`config.mk`:
```
export PLATFORM = sky130hd
export DESIGN_NAME = wide_slice_adder
export DESIGN_NICKNAME = d
export VERILOG_FILES = /design/src/rtl/wsa_pkg.sv /design/src/rtl/wsa_slice_core.sv /design/src/rtl/wsa_seq_ctrl.sv /design/src/rtl/wsa_out_stage.sv /design/src/rtl/wide_slice_adder.sv
export SDC_FILE = /design/constraint.sdc
export NUM_CORES = 1
export LEC_CHECK = 0
export BUFFER_PORTS_ARGS = -buffer_cell sky130_fd_sc_hd__buf_2
export CAP_MARGIN = 20
export CORE_MARGIN = 2
export CORE_UTILIZATION = 30
export CTS_CLUSTER_SIZE = 25
export DETAILED_ROUTE_END_ITERATION = 16
export PLACE_DENSITY = 0.62
export SYNTH_ARGS = -nofsm -noshare
export SYNTH_HDL_FRONTEND = slang
export SYNTH_SLANG_ARGS = --single-unit
```
`constraint.sdc`:
```
create_clock -name clk -period 1.8 [get_ports clk]
set_clock_uncertainty 0.15 [all_clocks]
set_input_delay 0.09 -clock clk [delete_from_list [all_inputs] [get_ports clk]]
set_output_delay 0.09 -clock clk [all_outputs]
set_load 0.01 [all_outputs]
```
`src/rtl/wsa_pkg.sv`:
```
package wsa_pkg;

  typedef enum logic {
    SEQ_IDLE = 1'b0,
    SEQ_BUSY = 1'b1
  } seq_state_e;

endpackage

```
`src/rtl/wsa_slice_core.sv`:
```
module wsa_slice_core #(
  parameter int  SLICE_W = 32,
  parameter bit  RIPPLE  = 1'b0
) (
  input  logic [SLICE_W-1:0] a_i,
  input  logic [SLICE_W-1:0] b_i,
  input  logic               cin_i,
  output logic [SLICE_W-1:0] sum_o,
  output logic               cout_o
);

  generate
    if (RIPPLE) begin : g_ripple
      logic [SLICE_W:0] chain;
      assign chain[0] = cin_i;
      for (genvar i = 0; i < SLICE_W; i++) begin : g_bit
        logic half;
        assign half        = a_i[i] ^ b_i[i];
        assign sum_o[i]    = half ^ chain[i];
        assign chain[i+1]  = (a_i[i] & b_i[i]) | (half & chain[i]);
      end
      assign cout_o = chain[SLICE_W];
    end else begin : g_behav
      logic [SLICE_W:0] wide;
      assign wide   = {1'b0, a_i} + {1'b0, b_i} + {{SLICE_W{1'b0}}, cin_i};
      assign sum_o  = wide[SLICE_W-1:0];
      assign cout_o = wide[SLICE_W];
    end
  endgenerate

endmodule

```
`src/rtl/wsa_seq_ctrl.sv`:
```
module wsa_seq_ctrl
  import wsa_pkg::*;
#(
  parameter int NUM_SLICES = 4,
  localparam int CNT_W = (NUM_SLICES > 1) ? $clog2(NUM_SLICES) : 1
) (
  input  logic clk,
  input  logic rst_n,
  input  logic start_i,
  input  logic in_valid_i,
  input  logic stall_i,
  input  logic core_cout_i,
  output logic in_ready_o,
  output logic accept_o,
  output logic cin_o,
  output logic last_o
);

  localparam logic [CNT_W-1:0] LAST_IDX = CNT_W'(NUM_SLICES - 1);

  seq_state_e       state_q, state_d;
  logic [CNT_W-1:0] cnt_q, cnt_d;
  logic             carry_q, carry_d;
  logic [CNT_W-1:0] cur_idx;
  logic             first;

  assign first      = (state_q == SEQ_IDLE);
  assign cur_idx    = first ? '0 : cnt_q;
  assign in_ready_o = !stall_i && (!first || start_i);
  assign accept_o   = in_valid_i && in_ready_o;
  assign cin_o      = first ? 1'b0 : carry_q;
  assign last_o     = (cur_idx == LAST_IDX);

  always_comb begin
    state_d = state_q;
    cnt_d   = cnt_q;
    carry_d = carry_q;
    if (accept_o) begin
      if (last_o) begin
        state_d = SEQ_IDLE;
        cnt_d   = '0;
        carry_d = 1'b0;
      end else begin
        state_d = SEQ_BUSY;
        cnt_d   = cur_idx + CNT_W'(1);
        carry_d = core_cout_i;
      end
    end
  end

  always_ff @(posedge clk or negedge rst_n) begin
    if (!rst_n) begin
      state_q <= SEQ_IDLE;
      cnt_q   <= '0;
      carry_q <= 1'b0;
    end else if (accept_o) begin
      state_q <= state_d;
      cnt_q   <= cnt_d;
      carry_q <= carry_d;
    end
  end

  // held carry follows the slice carry-out between slices
  assert_carry_held_R3: assert property (@(posedge clk) disable iff (!rst_n)
    (accept_o && !last_o) |=> (carry_q == $past(core_cout_i)));

  // a busy accept advances the count by one even when start is high
  assert_start_ignored_R7: assert property (@(posedge clk) disable iff (!rst_n)
    (!first && accept_o && !last_o) |=> (!first && cnt_q == $past(cnt_q) + CNT_W'(1)));

  // an addition that ends leaves the block idle with no carry held
  assert_idle_after_last_R2: assert property (@(posedge clk) disable iff (!rst_n)
    (accept_o && last_o) |=> (first && !carry_q));

endmodule

```
`src/rtl/wsa_out_stage.sv`:
```
module wsa_out_stage #(
  parameter int SLICE_W = 32
) (
  input  logic               clk,
  input  logic               rst_n,
  input  logic               load_i,
  input  logic [SLICE_W-1:0] sum_i,
  input  logic               cout_i,
  input  logic               last_i,
  input  logic               out_ready_i,
  output logic               out_valid_o,
  output logic [SLICE_W-1:0] sum_o,
  output logic               carry_o,
  output logic               done_o,
  output logic               stall_o
);

  logic               valid_q, valid_d;
  logic [SLICE_W-1:0] sum_q, sum_d;
  logic               carry_q, carry_d;
  logic               last_q, last_d;
  logic               en;

  assign en = load_i || out_ready_i;

  always_comb begin
    valid_d = valid_q;
    sum_d   = sum_q;
    carry_d = carry_q;
    last_d  = last_q;
    if (load_i) begin
      valid_d = 1'b1;
      sum_d   = sum_i;
      carry_d = last_i & cout_i;
      last_d  = last_i;
    end else if (out_ready_i) begin
      valid_d = 1'b0;
      carry_d = 1'b0;
      last_d  = 1'b0;
    end
  end

  always_ff @(posedge clk or negedge rst_n) begin
    if (!rst_n) begin
      valid_q <= 1'b0;
      sum_q   <= '0;
      carry_q <= 1'b0;
      last_q  <= 1'b0;
    end else if (en) begin
      valid_q <= valid_d;
      sum_q   <= sum_d;
      carry_q <= carry_d;
      last_q  <= last_d;
    end
  end

  assign out_valid_o = valid_q;
  assign sum_o       = sum_q;
  assign carry_o     = carry_q;
  assign done_o      = valid_q && last_q;
  assign stall_o     = valid_q && !out_ready_i;

  // a stalled result slice stays put
  assert_stall_hold_R6: assert property (@(posedge clk) disable iff (!rst_n)
    (valid_q && !out_ready_i) |=> (valid_q && $stable(sum_q) && $stable(carry_q) && $stable(last_q)));

endmodule

```
`src/rtl/wide_slice_adder.sv`:
```
module wide_slice_adder #(
  parameter int TOTAL_W = 128,
  parameter int SLICE_W = 32,
  parameter bit RIPPLE  = 1'b0,
  localparam int NUM_SLICES = TOTAL_W / SLICE_W
) (
  input  logic               clk,
  input  logic               rst_n,
  input  logic               start_i,
  input  logic               in_valid_i,
  output logic               in_ready_o,
  input  logic [SLICE_W-1:0] a_slice_i,
  input  logic [SLICE_W-1:0] b_slice_i,
  output logic               out_valid_o,
  input  logic               out_ready_i,
  output logic [SLICE_W-1:0] sum_slice_o,
  output logic               carry_out_o,
  output logic               done_o
);

  logic [1:0]         rst_sync_q;
  logic               rst_int_n;
  logic               accept;
  logic               cin;
  logic               last;
  logic               stall;
  logic [SLICE_W-1:0] core_sum;
  logic               core_cout;

  always_ff @(posedge clk or negedge rst_n) begin
    if (!rst_n) rst_sync_q <= 2'b00;
    else        rst_sync_q <= {rst_sync_q[0], 1'b1};
  end
  assign rst_int_n = rst_sync_q[1];

  wsa_seq_ctrl #(.NUM_SLICES(NUM_SLICES)) u_ctrl (
    .clk         (clk),
    .rst_n       (rst_int_n),
    .start_i     (start_i),
    .in_valid_i  (in_valid_i),
    .stall_i     (stall),
    .core_cout_i (core_cout),
    .in_ready_o  (in_ready_o),
    .accept_o    (accept),
    .cin_o       (cin),
    .last_o      (last)
  );

  wsa_slice_core #(.SLICE_W(SLICE_W), .RIPPLE(RIPPLE)) u_core (
    .a_i    (a_slice_i),
    .b_i    (b_slice_i),
    .cin_i  (cin),
    .sum_o  (core_sum),
    .cout_o (core_cout)
  );

  wsa_out_stage #(.SLICE_W(SLICE_W)) u_out (
    .clk         (clk),
    .rst_n       (rst_int_n),
    .load_i      (accept),
    .sum_i       (core_sum),
    .cout_i      (core_cout),
    .last_i      (last),
    .out_ready_i (out_ready_i),
    .out_valid_o (out_valid_o),
    .sum_o       (sum_slice_o),
    .carry_o     (carry_out_o),
    .done_o      (done_o),
    .stall_o     (stall)
  );

  // an accepted slice is presented from the next edge
  assert_result_next_R4: assert property (@(posedge clk) disable iff (!rst_int_n)
    accept |=> out_valid_o);

  // no input is admitted while a result slice waits
  assert_no_admit_stalled_R6: assert property (@(posedge clk) disable iff (!rst_int_n)
    (out_valid_o && !out_ready_i) |-> !in_ready_o);

  // carry output is quiet except with the final slice
  assert_carry_quiet_R5: assert property (@(posedge clk) disable iff (!rst_int_n)
    (out_valid_o && !done_o) |-> !carry_out_o);

  // while idle with no start nothing reaches the output
  assert_idle_needs_start_R1: assert property (@(posedge clk) disable iff (!rst_int_n)
    (in_valid_i && !start_i && !out_valid_o && u_ctrl.state_q == wsa_pkg::SEQ_IDLE) |=> !out_valid_o);

endmodule

```
==> impl_metrics.yaml, run 1 <==
drt:
  num_vias: 3677
  wl_per_cell_um: 13.65
  drtPass1Iterations: 4
  route.detailed.drc: 0
  vias_per_cell: 4.819
  met3WireLength_um: 407
  drtIter0Drc: 178
  wl_met1_um: 4602
  highest_layer: "met4"
  drtAntennaViolNets: 0
  wl_met2_um: 5281
  routed_wl_um: 10420
global_routing:
  grt_usage: 0.1745
  grt_pass1_vias: 3658
  global_route.overflow_total: 0
  grt_antenna_before_repair: 0
  grt_pass1_wl_um: 16680
  grt_max_degree: 33
pwr:
  leakage_nw: 2.669
  power_density_nw_per_um2: 882.4
  peakVddDrop_v: 0.0004466
clocking:
  clock_path_buffers: 2
  insertion_delay_ps: 290
  cts_tree: "done"
  root_buffer: "clkbuf_8"
  clock_sinks: 41
  cts_buffers: 5
  htreeDepth: 2
  clk_pin_slew_ps: 80
layout:
  antenna_cells: 0
  syn_to_final_growth_pct: 63.40
  layout-drive-gt1-share: 0.4607
  multi_input_area_sq_um: 2399
  post-route-util: 0.4985
  regArea_sq_um: 1027
  n_fill_cell: 1066
  nets: 725
die:
  ios: 105
  fp.coreArea_sq_um: 10750
  die_area_sq_um: 11780
  initial_core_util: 0.3051
  die_x_um: 108.5
  rows: 38
  die_h_um: 108.5
worst_setup_path:
  critical_path_buf_inv_count: 0
  cp_slowest_stage_delay_ps: 380
  crit_type: "flop to flop"
  worstPathMaxFanout: 6
  required_ps: 1820
  cp.arrival_ps: 2880
  cp_cell_sequence: "and2_4 > fa_2 > fa_2 > a21o_1 > a221oi_2 > o221ai_2 > o21a_4 > a31oi_4 > xor2_1 > o21ai_1"
  crit_family: "compound AO/OA/AOI/OAI gates"
  crit_top_cell: "fa_2"
  r2r_slack_ps: -1060
  slowest_stage: "dfrtp_1"
  end_kind: "flop"
  critPathLaunchType: "flop"
hold_path:
  hp-class: "input port to flop"
sta:
  setup_violations: 32
  report.final.slew_viol_count: 0
  tightest_slew_ps: 508.1
  fmax_mhz: 349.4
  hold_viol: 0
  period_share: 1.590
  period_needed_ps: 2862
  whs_ps: 72.77
  max_slew_margin: 0.6613
  rsz0062_at_grt: "true"
  worst_slack_ps: -1062
placed_design:
  dp_hpwl_um: 8085
  io_buffer_count: 104
  post-place-ws_ps: -1106
  place_congestion: 0.8620
logic_synthesis:
  ys_types: 53
  synth_area_sq_um: 3278
  yosysSeqAreaShare: 0.3130
  synth_edf_count: 0
  ys_ff_latch: 41
  async_flop_share: 1.000
  avgSynthCellArea_sq_um: 8.427
  synthCells: 389
  synth_warnings: 0
  synthFlopType: "dfrtp_1"
  syn_nets: 492
status:
  status: "finished, violations left"
  failed_checks: "negative setup slack"
job:
  max_cap_violations: 0
==> power breakdown <==
group / leakage, nW / switching, mW / total (mW) / internal [mW]
Clock: 0.0552 / 0.325 / 0.737 / 0.412
Sequential: 0.496 / 0.206 / 1.48 / 1.27
Combinational: 2.12 / 1.25 / 2.51 / 1.26
Total: 2.67 / 1.78 / 4.73 / 2.94
==> stage by stage <==
step | TNS [ps] | power (mW) | cell area (sq um) | instances
floorplan | -17030 | 2.619 | 3299 | 389
global placement | -21060 | 3.605 | 4785 | 731
detailed placement | -22570 | 3.661 | 4785 | 731
CTS | -23270 | 4.610 | 5204 | 755
global route | -29310 | 5.096 | 5356 | 763
finish | -26210 | 4.727 | 5356 | 763
==> path summary, 6_finish.rpt <==
kind,depth (start not counted),start,endpoint
setup / recovery,10,u_ctrl.state_q,u_out.sum_o[16]
hold reg to reg,0,rst_sync_q[1],u_out.sum_o[1]
max in group asynchronous,3,rst_n,rst_sync_q[1]
hold / removal,4,in_valid_i,u_out.sum_o[25]
min in group asynchronous,0,rst_sync_q[1],u_out.sum_o[1]
setup reg to reg,10,u_ctrl.state_q,u_out.sum_o[16]
==> cell usage in the layout (no fill, tap or decap), types with 5 or more instances in the layout <==
master,netlist,routed
buf_4,3,116
buf_2,0,104
nand2_1,60,59
dfrtp_1,41,40
ha_1,32,32
nor2_1,29,27
a21oi_1,35,24
o21ai_0,38,22
o21ai_1,3,18
buf_6,0,15
a21o_1,14,14
inv_1,10,10
a21oi_2,2,9
xnor2_1,14,9
xor2_1,10,9
nand3_1,8,8
nand4_1,7,7
a31oi_1,7,6
o211ai_1,5,5
clkbuf_8,0,5
==> worst reg2reg max path: stages (launching register included) <==
cell      delay, ps
dfrtp_1         380
and2_4          160
fa_2            360
fa_2            350
a21o_1          190
a221oi_2        310
o221ai_2        180
o21a_4          270
a31oi_4         140
xor2_1          170
o21ai_1          80
==> synth_stat cells (all sizes together), types with 2 or more instances <==
| master | count | area [sq um] |
|---|---|---|
| a211oi | 4 | 30.03 |
| a21o | 14 | 105.1 |
| a21oi | 37 | 192.7 |
| a221oi | 4 | 47.55 |
| a31o | 2 | 17.52 |
| a31oi | 8 | 65.06 |
| and2 | 6 | 37.54 |
| and3 | 3 | 18.77 |
| buf | 3 | 22.52 |
| clkbuf | 10 | 37.54 |
| dfrtp | 41 | 1026 |
| fa | 2 | 40.04 |
| ha | 32 | 400.4 |
| inv | 10 | 37.54 |
| nand2 | 60 | 225.2 |
| nand3 | 9 | 50.05 |
| nand4 | 7 | 43.79 |
| nor2 | 29 | 108.9 |
| nor2b | 3 | 18.77 |
| nor3 | 6 | 35.03 |
| nor4 | 2 | 12.51 |
| o2111ai | 2 | 23.77 |
| o211ai | 5 | 37.54 |
| o21a | 4 | 37.53 |
| o21ai | 41 | 205.2 |
| o21bai | 4 | 30.03 |
| or4 | 2 | 15.01 |
| xnor2 | 14 | 122.6 |
| xor2 | 10 | 87.58 |
==> routing by layer <==
metal | vias to the layer above | global-route usage
li1 | 1881 | -
met1 | 1713 | 0.2230
met2 | 73 | 0.3134
met3 | 10 | 0.02532
met4 | 0 | 0.03205
met5 | - | 0
==> kinds of logic after synthesis <==
family / share of synthesized area
other cells: 0.001144
xor+xnor: 0.06412
compound gates: 0.2740
flops: 0.3130
simple gates: 0.1836
fa+ha+maj: 0.1344
buf+inv: 0.02977
==> cell type report <==
type | instances | area share
clock buffer | 6 | 0.01355
tap | 140 | 0.03270
timing repair buffer | 239 | 0.3006
clock inverter | 2 | 0.006541
sequential | 41 | 0.1918
inverter | 10 | 0.007008
multi-input combinational | 325 | 0.4478
==> registers in the layout, indices dropped and copies added, names as in the netlist <==
name               count
rst_sync_q             2
u_ctrl.carry_q         1
u_ctrl.state_q         1
u_out.carry_o          1
u_out.sum_o           32
u_out.last_q           1
u_ctrl.cnt_q           2
u_out.out_valid_o      1
==> repair_timing <==
action,4_1_cts,5_1_grt
hold buffers,3,0
endpoints found under the setup margin,32,34
setup buffers,14,11
hold endpoints to repair,5,0
resized for setup,47,23
pin swaps,41,27
Power figures use the tool's default switching activity.
==> run 2: changes to the inputs <==
--- a/config.mk
+++ b/config.mk
@@ -5,13 +5,15 @@
 export SDC_FILE = /design/constraint.sdc
 export NUM_CORES = 1
 export LEC_CHECK = 0
+export ABC_AREA = 1
 export BUFFER_PORTS_ARGS = -buffer_cell sky130_fd_sc_hd__buf_2
 export CAP_MARGIN = 20
 export CORE_MARGIN = 2
 export CORE_UTILIZATION = 30
+export CTS_CLUSTER_DIAMETER = 40
 export CTS_CLUSTER_SIZE = 25
 export DETAILED_ROUTE_END_ITERATION = 16
-export PLACE_DENSITY = 0.62
+export PLACE_DENSITY = 0.61
 export SYNTH_ARGS = -nofsm -noshare
 export SYNTH_HDL_FRONTEND = slang
 export SYNTH_SLANG_ARGS = --single-unit
==> run 2 against run 1 <==
Net effect:
- the run still ends with negative setup slack left
- largest cell class unchanged
- design area is 6.7% higher
- critical endpoint is now u_out.sum_o[8]
- combinational power is 10% lower
- routed wire length is 12% higher
- synthesized cell count increased by 70%
- count of clock-buffer cells in the layout did not move
- highest routed layer unchanged
==> impl_metrics.yaml, run 2 <==
placed_design:
  place_congestion: 0.8901
  post-place-ws_ps: -405.7
  io_buffer_count: 104
  dp_hpwl_um: 9752
logic_synthesis:
  synth_edf_count: 0
  ys_types: 33
  yosys.area.top_type: "nand2_1"
  syn_nets: 764
  synthFlopType: "dfrtp_1"
  yosysSeqAreaShare: 0.2539
  async_flop_share: 1.000
  post-synth-top-count-cell: "nand2_1"
  avgSynthCellArea_sq_um: 6.114
  synth_area_sq_um: 4041
  synth_top_area_share: 0.2545
  ys_ff_latch: 41
  yosys-top-cells-count: "nand2_1, inv_1, nor2_1"
  synth.area.top_cells: "nand2_1, dfrtp_1, inv_1"
  synthCells: 661
  synth_warnings: 0
global_routing:
  grt_antenna_before_repair: 0
  grt_pass1_wl_um: 19430
  grt_max_degree: 40
  grt_usage: 0.1675
  global_route.overflow_total: 0
  grt_pass1_vias: 4075
pwr:
  peakVddDrop_v: 0.0003948
  leakage_nw: 3.367
  power_mw: 4.661
  power_density_nw_per_um2: 815.6
sta:
  hold_viol: 0
  setup_violations: 32
  report.final.slew_viol_count: 0
  worst_slack_ps: -401.4
  period_needed_ps: 2201
  fmax_mhz: 454.3
  whs_ps: 87.91
  rsz0062_at_grt: "true"
  period_share: 1.223
layout:
  nets: 921
  syn_to_final_growth_pct: 41.39
  post-route-util: 0.4332
  n_fill_cell: 1420
  antenna_cells: 0
  layout-drive-gt1-share: 0.3114
  most-common-layout-cells: "nand2_1, inv_1, buf_2, nor2_1, buf_4"
  largest_reg_flops: 32
  layout_commonest_cell: "nand2_1"
drt:
  drtAntennaViolNets: 0
  vias_per_cell: 4.315
  num_vias: 4293
  drtIter0Drc: 217
  drtPass1Iterations: 4
  wl_per_cell_um: 11.73
  route.detailed.drc: 0
  routed_wl_um: 11680
worst_setup_path:
  critPathLaunchType: "flop"
  cp.arrival_ps: 2210
  required_ps: 1810
  worstPathMaxFanout: 4
  crit_top_cell: "nand3_2"
  crit_type: "flop to flop"
  end_kind: "flop"
  cp_cell_sequence: "nand2_1 > inv_1 > fa_2 > fa_2 > nand3_2 > nand3_2 > nand2_1 > nand3_2 > buf_4 > xnor2_2 > o21ai_1"
  slowest_stage: "fa_2"
  cp_slowest_stage_delay_ps: 400
die:
  die_x_um: 120.1
  fp.coreArea_sq_um: 13190
  die_area_sq_um: 14420
  die_h_um: 120.1
  initial_core_util: 0.3064
  rows: 42
  ios: 105
clocking:
  clock_path_buffers: 2
  insertion_delay_ps: 280
  htreeDepth: 2
  cts_tree: "done"
  clock_sinks: 41
  cts_buffers: 5
  root_buffer: "clkbuf_16"
  clk_pin_slew_ps: 60
status:
  status: "finished, violations left"
  failed_checks: "negative setup slack"
job:
  max_cap_violations: 0
hold_path:
  hp-class: "input port to flop"
-- run 2: worst paths after layout --
path	startpoint	endpoint	slack, ps	cells after the start
max reg2reg	u_ctrl.state_q	u_out.sum_o[8]	-400	11
max in group asynchronous	rst_n	rst_sync_q[1]	870	3
min reg2reg	rst_sync_q[1]	u_out.sum_o[21]	140	1
min in group asynchronous	rst_sync_q[1]	u_out.sum_o[21]	140	1
min	b_slice_i[0]	u_out.sum_o[0]	90	4
max	u_ctrl.state_q	u_out.sum_o[8]	-400	11
-- run 2: timing repair --
| item | in CTS | in global routing |
|---|---|---|
| gates resized for setup | 48 | 29 |
| setup endpoints to repair | 32 | 33 |
| pin swaps | 14 | 21 |
| hold endpoints to repair | 4 | 0 |
| gates cloned | 0 | 0 |
| hold buffers | 3 | 0 |
| setup buffers | 2 | 5 |
-- run 2: logic make-up (layout without fill, tap and decap cells) --
family | after synthesis | in the layout | share of synthesized area
XOR/XNOR | 14 | 14 | 0.03034
AO/OA/AOI/OAI | 45 | 45 | 0.06161
AND/OR/NAND/NOR | 402 | 402 | 0.4257
flip-flops | 41 | 41 | 0.2539
other | 1 | 1 | 0.0009279
adder cells (fa/ha/maj) | 34 | 34 | 0.1090
buffers and inverters | 124 | 282 | 0.1186
-- run 2: power breakdown --
group	internal, mW	switching [mW]	leakage, nW
Sequential	1.24	0.164	0.503
Clock	0.656	0.350	0.0810
Combinational	0.984	1.27	2.78
Total	2.88	1.78	3.37
-- run 2: metrics by stage --
step,TNS [ps],area (sq um),std cells
detailed placement,-8649,5106,979
global placement,-7102,5106,979
global route,-13550,5714,995
floorplan,-4084,4064,661
CTS,-9160,5525,991
finish,-9254,5714,995
-- run 2: critical path: cells and delay by family (launching register included) --
family,cells,cell delay [ps]
AND/OR/NAND/NOR,5,400
adder cells (fa/ha/maj),2,750
XOR/XNOR,1,130
AO/OA/AOI/OAI,1,70
buffers and inverters,2,200
flip-flops,1,380
-- run 2: area by class of cell --
type	instances	area, sq um	share of cell area
multi-input cells	496	2900	0.5076
flip-flops and latches	41	1026	0.1795
repair buffers	158	964.7	0.1688
inverters	116	435.4	0.07620
well taps	176	220.2	0.03854
clock buffers	6	128.9	0.02255
clock inverters	2	38.79	0.006788
-- run 2: metal layers --
layer / global-route usage / wire [um] / up-vias
met5: 0 / 0 / -
li1: - / - / 2340
met1: 0.2424 / 5955 / 1865
met4: 0.04485 / 199 / 0
met3: 0.01188 / 335 / 13
met2: 0.2692 / 5184 / 75
